File: src/rtl/setcond_alu_pkg.sv
package setcond_alu_pkg;
    localparam int OP_W = 5;

    typedef enum logic [OP_W-1:0] {
        OP_ADD  = 5'd0,
        OP_ADDU = 5'd1,
        OP_SUB  = 5'd2,
        OP_SUBU = 5'd3,
        OP_AND  = 5'd4,
        OP_OR   = 5'd5,
        OP_XOR  = 5'd6,
        OP_SLL  = 5'd7,
        OP_SRL  = 5'd8,
        OP_SRA  = 5'd9,
        OP_PA   = 5'd10,
        OP_PB   = 5'd11,
        OP_SLT  = 5'd12,
        OP_SGT  = 5'd13,
        OP_SLE  = 5'd14,
        OP_SGE  = 5'd15,
        OP_SEQ  = 5'd16,
        OP_SNE  = 5'd17
    } alu_op_e;

    function automatic logic is_compare(input logic [OP_W-1:0] op);
        return (op >= OP_SLT) && (op <= OP_SNE);
    endfunction
endpackage

File: src/rtl/alu_addsub.sv
module alu_addsub #(
    parameter int WIDTH = 32
) (
    input  logic [WIDTH-1:0] a_i,
    input  logic [WIDTH-1:0] b_i,
    output logic [WIDTH-1:0] sum_o,
    output logic [WIDTH-1:0] diff_o,
    output logic             lt_o,
    output logic             eq_o
);
    localparam int EXT_W = WIDTH + 1;

    typedef struct packed {
        logic [EXT_W-1:0] wide_diff;
        logic [WIDTH-1:0] sum;
        logic             lt;
        logic             eq;
    } arith_t;

    arith_t arith_d;

    always_comb begin
        arith_d           = '0;
        arith_d.sum       = a_i + b_i;
        arith_d.wide_diff = {a_i[WIDTH-1], a_i} - {b_i[WIDTH-1], b_i};
        arith_d.lt        = arith_d.wide_diff[EXT_W-1];
        arith_d.eq        = ~|(a_i ^ b_i);
    end

    assign sum_o  = arith_d.sum;
    assign diff_o = arith_d.wide_diff[WIDTH-1:0];
    assign lt_o   = arith_d.lt;
    assign eq_o   = arith_d.eq;

    always_comb begin
        if (arith_d.eq) begin
            AST_LT_EQ_EXCL: assert (!arith_d.lt);
        end
    end
endmodule

File: src/rtl/alu_bitshift.sv
module alu_bitshift #(
    parameter int WIDTH = 32
) (
    input  logic [WIDTH-1:0] a_i,
    input  logic [WIDTH-1:0] b_i,
    output logic [WIDTH-1:0] and_o,
    output logic [WIDTH-1:0] or_o,
    output logic [WIDTH-1:0] xor_o,
    output logic [WIDTH-1:0] sll_o,
    output logic [WIDTH-1:0] srl_o,
    output logic [WIDTH-1:0] sra_o
);
    localparam int SH_W = $clog2(WIDTH);

    typedef struct packed {
        logic [WIDTH-1:0] land;
        logic [WIDTH-1:0] lor;
        logic [WIDTH-1:0] lxor;
        logic [WIDTH-1:0] sll;
        logic [WIDTH-1:0] srl;
        logic [WIDTH-1:0] sra;
    } bs_t;

    bs_t            bs_d;
    logic [SH_W-1:0] shamt_d;

    always_comb begin
        shamt_d  = b_i[SH_W-1:0];
        bs_d     = '0;
        bs_d.land = a_i & b_i;
        bs_d.lor  = a_i | b_i;
        bs_d.lxor = a_i ^ b_i;
        bs_d.sll  = a_i << shamt_d;
        bs_d.srl  = a_i >> shamt_d;
        bs_d.sra  = $signed(a_i) >>> shamt_d;
    end

    assign and_o = bs_d.land;
    assign or_o  = bs_d.lor;
    assign xor_o = bs_d.lxor;
    assign sll_o = bs_d.sll;
    assign srl_o = bs_d.srl;
    assign sra_o = bs_d.sra;
endmodule

File: src/rtl/alu_flags.sv
module alu_flags #(
    parameter int WIDTH = 32
) (
    input  logic [WIDTH-1:0] res_i,
    output logic             zero_o,
    output logic             neg_o
);
    typedef struct packed {
        logic zero;
        logic neg;
    } flags_t;

    flags_t flags_d;

    always_comb begin
        flags_d.zero = (res_i == '0);
        flags_d.neg  = res_i[WIDTH-1];
    end

    assign zero_o = flags_d.zero;
    assign neg_o  = flags_d.neg;
endmodule

File: src/rtl/setcond_alu.sv
module setcond_alu
    import setcond_alu_pkg::*;
#(
    parameter int WIDTH = 32
) (
    input  logic [WIDTH-1:0] a_i,
    input  logic [WIDTH-1:0] b_i,
    input  logic [OP_W-1:0]  op_i,
    output logic [WIDTH-1:0] result_o,
    output logic             zero_o,
    output logic             neg_o
);
    localparam int SH_W = $clog2(WIDTH);

    logic [WIDTH-1:0] sum_w, diff_w;
    logic             lt_w, eq_w;
    logic [WIDTH-1:0] and_w, or_w, xor_w, sll_w, srl_w, sra_w;
    logic             zero_w, neg_w;

    typedef struct packed {
        logic             cond;
        logic [WIDTH-1:0] res;
    } sel_t;

    sel_t sel_d;

    alu_addsub #(.WIDTH(WIDTH)) u_addsub (
        .a_i   (a_i),
        .b_i   (b_i),
        .sum_o (sum_w),
        .diff_o(diff_w),
        .lt_o  (lt_w),
        .eq_o  (eq_w)
    );

    alu_bitshift #(.WIDTH(WIDTH)) u_bitshift (
        .a_i  (a_i),
        .b_i  (b_i),
        .and_o(and_w),
        .or_o (or_w),
        .xor_o(xor_w),
        .sll_o(sll_w),
        .srl_o(srl_w),
        .sra_o(sra_w)
    );

    always_comb begin
        sel_d = '0;
        case (op_i)
            OP_SLT:  sel_d.cond = lt_w;
            OP_SGT:  sel_d.cond = !lt_w && !eq_w;
            OP_SLE:  sel_d.cond = lt_w || eq_w;
            OP_SGE:  sel_d.cond = !lt_w;
            OP_SEQ:  sel_d.cond = eq_w;
            OP_SNE:  sel_d.cond = !eq_w;
            default: sel_d.cond = 1'b0;
        endcase

        case (op_i)
            OP_ADD, OP_ADDU: sel_d.res = sum_w;
            OP_SUB, OP_SUBU: sel_d.res = diff_w;
            OP_AND:          sel_d.res = and_w;
            OP_OR:           sel_d.res = or_w;
            OP_XOR:          sel_d.res = xor_w;
            OP_SLL:          sel_d.res = sll_w;
            OP_SRL:          sel_d.res = srl_w;
            OP_SRA:          sel_d.res = sra_w;
            OP_PA:           sel_d.res = a_i;
            OP_PB:           sel_d.res = b_i;
            OP_SLT, OP_SGT, OP_SLE, OP_SGE, OP_SEQ, OP_SNE:
                             sel_d.res = {{(WIDTH-1){1'b0}}, sel_d.cond};
            default:         sel_d.res = '0;
        endcase
    end

    alu_flags #(.WIDTH(WIDTH)) u_flags (
        .res_i (sel_d.res),
        .zero_o(zero_w),
        .neg_o (neg_w)
    );

    assign result_o = sel_d.res;
    assign zero_o   = zero_w;
    assign neg_o    = neg_w;

    always_comb begin
        if (is_compare(op_i)) begin
            AST_CMP_NOT_NEG: assert (!neg_w);
        end
        if (op_i == OP_SUB || op_i == OP_SUBU) begin
            AST_SUB_ZERO_EQ: assert (zero_w == (a_i == b_i));
        end
        if (op_i == OP_SRL && b_i[SH_W-1:0] != '0) begin
            AST_SRL_TOP_CLEAR: assert (!result_o[WIDTH-1]);
        end
        if (op_i == OP_SRA && a_i[WIDTH-1]) begin
            AST_SRA_SIGN_KEPT: assert (result_o[WIDTH-1]);
        end
    end
endmodule

File: config.mk
export PLATFORM = sky130hd
export DESIGN_NAME = setcond_alu
export DESIGN_NICKNAME = d
export VERILOG_FILES = /design/src/rtl/setcond_alu_pkg.sv /design/src/rtl/alu_addsub.sv /design/src/rtl/alu_bitshift.sv /design/src/rtl/alu_flags.sv /design/src/rtl/setcond_alu.sv
export SDC_FILE = /design/constraint.sdc
export NUM_CORES = 1
export LEC_CHECK = 0
export ABC_AREA = 1
export BUFFER_PORTS_ARGS = -buffer_cell sky130_fd_sc_hd__buf_2
export CAP_MARGIN = 0
export CORE_ASPECT_RATIO = 1.25
export CORE_MARGIN = 4
export CORE_UTILIZATION = 64
export DETAILED_ROUTE_END_ITERATION = 12
export PLACE_DENSITY = 0.88
export SETUP_SLACK_MARGIN = 0.4
export SYNTH_ARGS = -nofsm -noshare
export SYNTH_HDL_FRONTEND = slang
export SYNTH_SLANG_ARGS = --single-unit
File: constraint.sdc
create_clock -name vclk -period 4.65
set_input_delay 0.93 -clock vclk [all_inputs]
set_output_delay 0.93 -clock vclk [all_outputs]
set_load 0.02 [all_outputs]
==> results of run 1 <==
## synth_stat cells (all sizes together) (3+ instances only)
cell and number:
o21bai 4, nand3 413, nand4 41, ha 97, nand3b 5, a21oi 71, o21ai 51, and2 14
nor2 220, o221ai 3, nand2 958, inv 342, nor3 17, clkbuf 16, a211oi 3, o22ai 19
o211ai 17, buf 85
## cells by family after synthesis
| logic type | count (synthesis) |
|---|---|
| XOR/XNOR | 2 |
| AND/OR/NAND/NOR | 1672 |
| AO/OA/AOI/OAI | 172 |
| adder cells (fa/ha/maj) | 99 |
| buffers and inverters | 445 |
## through the flow
stage	hold WS (ns)	cells	cell area (um^2)	util (%)	worst slack (ns)
4_1_cts	2.36	2736	13300	78.1	0.402
2_1_floorplan	2.10	2390	11200	-	0.406
3_5_place_dp	2.36	2717	12300	72.7	0.0488
3_3_place_gp	2.35	2717	12300	72.7	0.0739
## routing by layer
layer  global-route usage [%]  GRT overflow
met1                     74.2             1
met2                     95.4            97
met3                     51.6             3
met4                     79.6            65
met5                     8.44             0
## repair_timing
item	CTS
endpoints found under the setup margin	3
resized for setup	152
pin swaps	16
setup buffers	13
cloned	6
==> flow_summary.toml, run 1 <==
[placed_design]
hpwl_um = 43900
port_buffers = 103
gp_routability_congestion = 1.22

[floorplanning]
die_h_um = 155
fp.dieW_um = 126
placementRows = 53
start_util_pct = 65.5
io_pins = 103

[synth]
synth.yosys.seq_area_share_pct = 0
synth_simple_gate_area_share_pct = 63.4
synth-xor-area-share_pct = 0.157
muxShareOfSynthArea_pct = 0
syn_inst = 2390
synth_top_family_by_area = "simple AND/OR/NAND/NOR gates"
synth_compound_area_share_pct = 8.69
synth.area.top_cells = "nand2_1, nand3_1, inv_1"
synth_area_mm2 = 0.0111
synth.yosys.warnings = 0
synth_top_area_cell = "nand2_1"
synth_top_area_share_pct = 32.0
synth.distinct_cells = 40
syn_area_per_cell_um2 = 4.65
synth_nets = 2558
synthAdderAreaFrac_pct = 11.3

[sta]
worst-ep-kind = "top-level output"
grt-worst-endpoint = "result_o[22]"

[status]
stop_stage = "global routing (5_1_grt)"
error_line = "[ERROR GRT-0232] Routing congestion too high. Check the congestion heatmap in the GUI."
status = "did not finish"

[grt]
grt_usage_pct = 74.4
overflow = 166
grt_max_degree = 70

[cts]
ctsHoldBuffers = 0
==> run 2: changes to the inputs <==
--- a/config.mk
+++ b/config.mk
@@ -8,12 +8,10 @@
 export ABC_AREA = 1
 export BUFFER_PORTS_ARGS = -buffer_cell sky130_fd_sc_hd__buf_2
 export CAP_MARGIN = 0
-export CORE_ASPECT_RATIO = 1.25
 export CORE_MARGIN = 4
-export CORE_UTILIZATION = 64
+export CORE_UTILIZATION = 40
 export DETAILED_ROUTE_END_ITERATION = 12
-export PLACE_DENSITY = 0.88
-export SETUP_SLACK_MARGIN = 0.4
+export PLACE_DENSITY_LB_ADDON = 0.15
 export SYNTH_ARGS = -nofsm -noshare
 export SYNTH_HDL_FRONTEND = slang
 export SYNTH_SLANG_ARGS = --single-unit
==> flow_summary.toml, run 2 <==
[status]
status = "complete, no violations"

[layout]
ff_latch_area_um2 = 0
syn_to_final_growth_pct = 32.7
nNetsFinal = 2876
multi_input_comb_area_mm2 = 0.00996
drive_above_1_share_pct = 21.4
final_cell_mix = "nand2_1, nand3_1, inv_1, buf_4, nor2_1"
final_common_cell = "nand2_1"
fillerInstances = 3043
fin_area_mm2 = 0.0148
nClkBuffers = 0
seq_cell_count = 0
antennaDiodeCount = 0
utilization_pct = 54.3

[cts]
ctsHoldBuffers = 0

[power_and_ir_drop]
power.density_mw_per_mm2 = 120
combPwrFrac_pct = 100.0
seqPwrFrac_pct = 0
p_int_uw = 646
p_sw_share_pct = 63.6
power_frac_clock_pct = 0
p_leak_nw = 8.63
peakVddDrop_mv = 0.0682
switchingPower_mw = 1.13
total_power_mw = 1.77

[hold_path]
min_path_type = "input port to output pin"
whs_path_depth = 5
min-delay-start = "b_i[14]"
min_to = "result_o[14]"

[synth]
syn_inst = 2390
synth_area_mm2 = 0.0111
synth_nets = 2558
synth_most_common_cell = "nand2_1"
synth_top_area_share_pct = 32.0
synth_top_area_cell = "nand2_1"
synth.distinct_cells = 40
synth.area.top_cells = "nand2_1, nand3_1, inv_1"
synth.yosys.warnings = 0
synth.yosys.seq_area_share_pct = 0
syn_area_per_cell_um2 = 4.65
synth_commonest_cells = "nand2_1, nand3_1, inv_1, nor2_1, ha_1"

[floorplanning]
fp.dieW_um = 175
start_util_pct = 40.9
core_area_mm2 = 0.0272
die_area_mm2 = 0.0305
io_pins = 103
die_h_um = 175
placementRows = 60

[critical_path]
cp_max_fo = 6
path_class = "input port to output pin"
worst_setup_path_end_kind = "output pin"
crit_required_ns = 3.72
worstPathArrival_ns = 3.63
start_kind = "input port"

[sta]
setup_ws_ns = 0.0927
fmax_ghz = 0.219
final-setup-viol-count = 0
slew_headroom_pct = 49.9
finalHoldViolations = 0
slew_viol_final = 0
period_needed_ns = 4.56
whs_ns = 2.52
worst_slew_pin_slew_ns = 0.751
finalCritPeriodShare_pct = 98.0

[grt]
grt_usage_pct = 39.1
grt_pass1_wl_um = 92800
antenna_found_initial = 0
grt_max_degree = 66
grt_pass1_vias = 15459
overflow = 0

[detailed_routing]
routedWlPerCell_um = 20.9
drc = 0
drtPass1Iterations = 7
drtAntennaViolNets = 0
via_per_inst = 5.68
vias = 17498
drt-total-wl_um = 64400
first_iter_violations = 2692

[run]
cap_viol_max_count = 0

[placed_design]
post-place-ws_ns = -0.262
port_buffers = 103
hpwl_um = 54500
dpl_cell_area_mm2 = 0.0140
gp_routability_congestion = 1.08
run 2: area by class of cell:
type / count / area share [%]
inverter: 344 / 8.78
multi-input combinational: 1945 / 67.4
tap: 372 / 3.15
timing repair buffer: 417 / 20.6
run 2: layer usage:
metal  wire length [um]  global-route usage [%]  vias to the layer above  part of all wire (%)
met5                  0                       0                        -                     0
met4               3520                    16.8                        0                   5.5
met3               7310                    6.43                      176                    11
met2              27300                    60.9                     1139                    42
met1              26300                    53.3                     7992                    41
li1                   -                       -                     8191                     -
run 2: stage by stage:
stage	setup TNS [ns]	instances
after detailed placement	-0.262	3068
final	0	3078
after global routing	-0.0426	3078
after floorplan	0	2390
after global placement	-0.260	3068
after CTS	0	3068
run 2: cells by family after synthesis:
group	share of synthesized area (%)
buffers and inverters	16.5
AOI/OAI and AO/OA	8.69
and+or+nand+nor	63.4
xor gates and xnor gates	0.157
adders and majority gates	11.3
run 2: worst max path at each step:
stage,startpoint,end,slack (ns),cells past startpoint
after global routing,b_i[14],zero_o,-0.04,22
final,a_i[21],zero_o,0.09,21
after global placement,a_i[0],zero_o,-0.26,21
after floorplan,b_i[3],zero_o,0.08,23
after detailed placement,a_i[0],zero_o,-0.26,21
after CTS,b_i[7],zero_o,0.003,19
run 2: power by group through the flow:
stage	sequential, mW	combinational [mW]	clock, mW
after global routing	0	1.90	0
after CTS	0	1.62	0
after detailed placement	0	1.60	0
after floorplan	0	0.873	0
after global placement	0	1.59	0
final	0	1.77	0
run 2: repair_timing:
| action | CTS | global route |
|---|---|---|
| setup endpoints to repair | 1 | 1 |
| gates cloned | 0 | 1 |
| endpoints found under the hold margin | 0 | 0 |
| pin swaps | 1 | 12 |
| buffers inserted | 0 | 9 |
| resized for setup | 27 | 141 |
run 2: critical path, stage by stage:
cell     delay [ns]
buf_2          0.18
inv_1          0.11
ha_4           0.29
nand2_1        0.11
inv_1          0.11
nand2_1        0.10
nand3_1        0.11
buf_4          0.15
inv_1          0.08
nand2_1        0.10
a21oi_1        0.20
nand3_1        0.09
nand3_1        0.09
nand3_1        0.10
nor2_1         0.13
nand2_1        0.07
nor2_2         0.13
nand2_2        0.11
nor2_4         0.14
buf_4          0.12
buf_2          0.15
(Power assumes the default switching activity.)
==> run 3: changes to the inputs <==
--- a/config.mk
+++ b/config.mk
@@ -11,7 +11,6 @@
 export CORE_MARGIN = 4
 export CORE_UTILIZATION = 40
 export DETAILED_ROUTE_END_ITERATION = 12
-export PLACE_DENSITY_LB_ADDON = 0.15
 export SYNTH_ARGS = -nofsm -noshare
 export SYNTH_HDL_FRONTEND = slang
 export SYNTH_SLANG_ARGS = --single-unit
==> flow_summary.toml, run 3 (synthesis results as in run 2) <==
[layout]
syn_to_final_growth_pct = 34.9
fin_area_mm2 = 0.0150
seq_cell_count = 0
ff_latch_area_um2 = 0
antennaDiodeCount = 0
final_common_cell = "nand2_1"
nNetsFinal = 2949
drive_above_1_share_pct = 21.8
fillerInstances = 3043
final_cell_mix = "nand2_1, nand3_1, buf_4, inv_1, nor2_1"
nClkBuffers = 0

[sta]
setup_ws_ns = 0.0614
fmax_ghz = 0.218
final-setup-viol-count = 0
finalHoldViolations = 0
worst_slew_pin_slew_ns = 0.695
slew_headroom_pct = 53.5
finalCritPeriodShare_pct = 98.7
period_needed_ns = 4.59
tns_ns = 0
slew_viol_final = 0

[critical_path]
cp_max_fo = 8
start_kind = "input port"
path_class = "input port to output pin"
crit_required_ns = 3.72
worst_setup_path_end_kind = "output pin"
worstPathArrival_ns = 3.66

[floorplanning]
die_area_mm2 = 0.0305
fp.dieW_um = 175
start_util_pct = 40.9
placementRows = 60
die_h_um = 175
io_pins = 103
core_area_mm2 = 0.0272

[status]
status = "complete, no violations"

[power_and_ir_drop]
switchingPower_mw = 1.12
seqPwrFrac_pct = 0
total_power_mw = 1.79
p_sw_share_pct = 62.4
peakVddDrop_mv = 0.0677
power_frac_clock_pct = 0
power.density_mw_per_mm2 = 120
p_int_uw = 675
p_leak_nw = 8.96
combPwrFrac_pct = 100.0

[grt]
grt_usage_pct = 39.6
grt_pass1_vias = 16110
overflow = 0
grt_pass1_wl_um = 94000
antenna_found_initial = 0
grt_max_degree = 54

[detailed_routing]
vias = 17597
drtAntennaViolNets = 0
drtPass1Iterations = 6
first_iter_violations = 2439
drt-total-wl_um = 64400
via_per_inst = 5.58
drc = 0
routedWlPerCell_um = 20.4

[placed_design]
post-place-ws_ns = -0.281
hpwl_um = 55300
dpl_cell_area_mm2 = 0.0146
port_buffers = 103
gp_routability_congestion = 1.07

[run]
cap_viol_max_count = 0

[hold_path]
whs_path_depth = 5
min_path_type = "input port to output pin"

[cts]
ctsHoldBuffers = 0
-- run 3: cell type report --
class	instances	area, um^2	area share, %
Inverter	344	1290	8.62
Multi-Input combinational cell	1945	9680	64.5
Tap cell	372	465	3.10
Timing Repair Buffer	490	3570	23.8
-- run 3: through the flow --
step	cells	hold WS (ns)	util (%)
after global routing	3151	2.49	55.2
after floorplan	2390	2.10	-
final	3151	2.46	55.2
after CTS	3148	2.45	53.9
after detailed placement	3148	2.45	53.7
after global placement	3148	2.43	53.7
-- run 3: worst paths after layout --
path              startpoint  slack (ns)      endpoint
hold / removal       b_i[14]        2.46  result_o[14]
setup / recovery     a_i[19]        0.06        zero_o
-- run 3: power groups by stage --
stage / clock, mW / sequential, mW / combinational (mW)
final: 0 / 0 / 1.79
after global routing: 0 / 0 / 1.92
after CTS: 0 / 0 / 1.69
after detailed placement: 0 / 0 / 1.67
after global placement: 0 / 0 / 1.67
after floorplan: 0 / 0 / 0.873
-- run 3: worst max-delay path, cell delays in order --
cell     delay (ns)
buf_2          0.15
inv_1          0.07
ha_2           0.45
nand2_1        0.19
nor2_1         0.25
nand2_1        0.19
nor2_1         0.15
nand2_1        0.08
nand3_1        0.09
nand2_1        0.05
nand3_1        0.13
nand4_1        0.19
nor2_1         0.14
nand2_1        0.07
nor2_1         0.11
nand2_2        0.11
nor2_4         0.17
buf_6          0.14
-- run 3: metal layers --
metal  share of wire, %  GRT usage, %  up-vias  wire length [um]
li1                   -             -     8344                 -
met1                 40          51.1     8054             25600
met2                 44          65.3     1009             28400
met3                 11          7.83      190              7100
met4                5.1          15.1        0              3300
met5                  0             0        -                 0
-- run 3: timing repair --
action | in CTS | in global routing
setup endpoints to repair | 1 | 1
hold endpoints to repair | 0 | 0
pin swaps | 0 | 4
cloned | 0 | 0
setup buffers | 0 | 3
gates resized for setup | 21 | 80
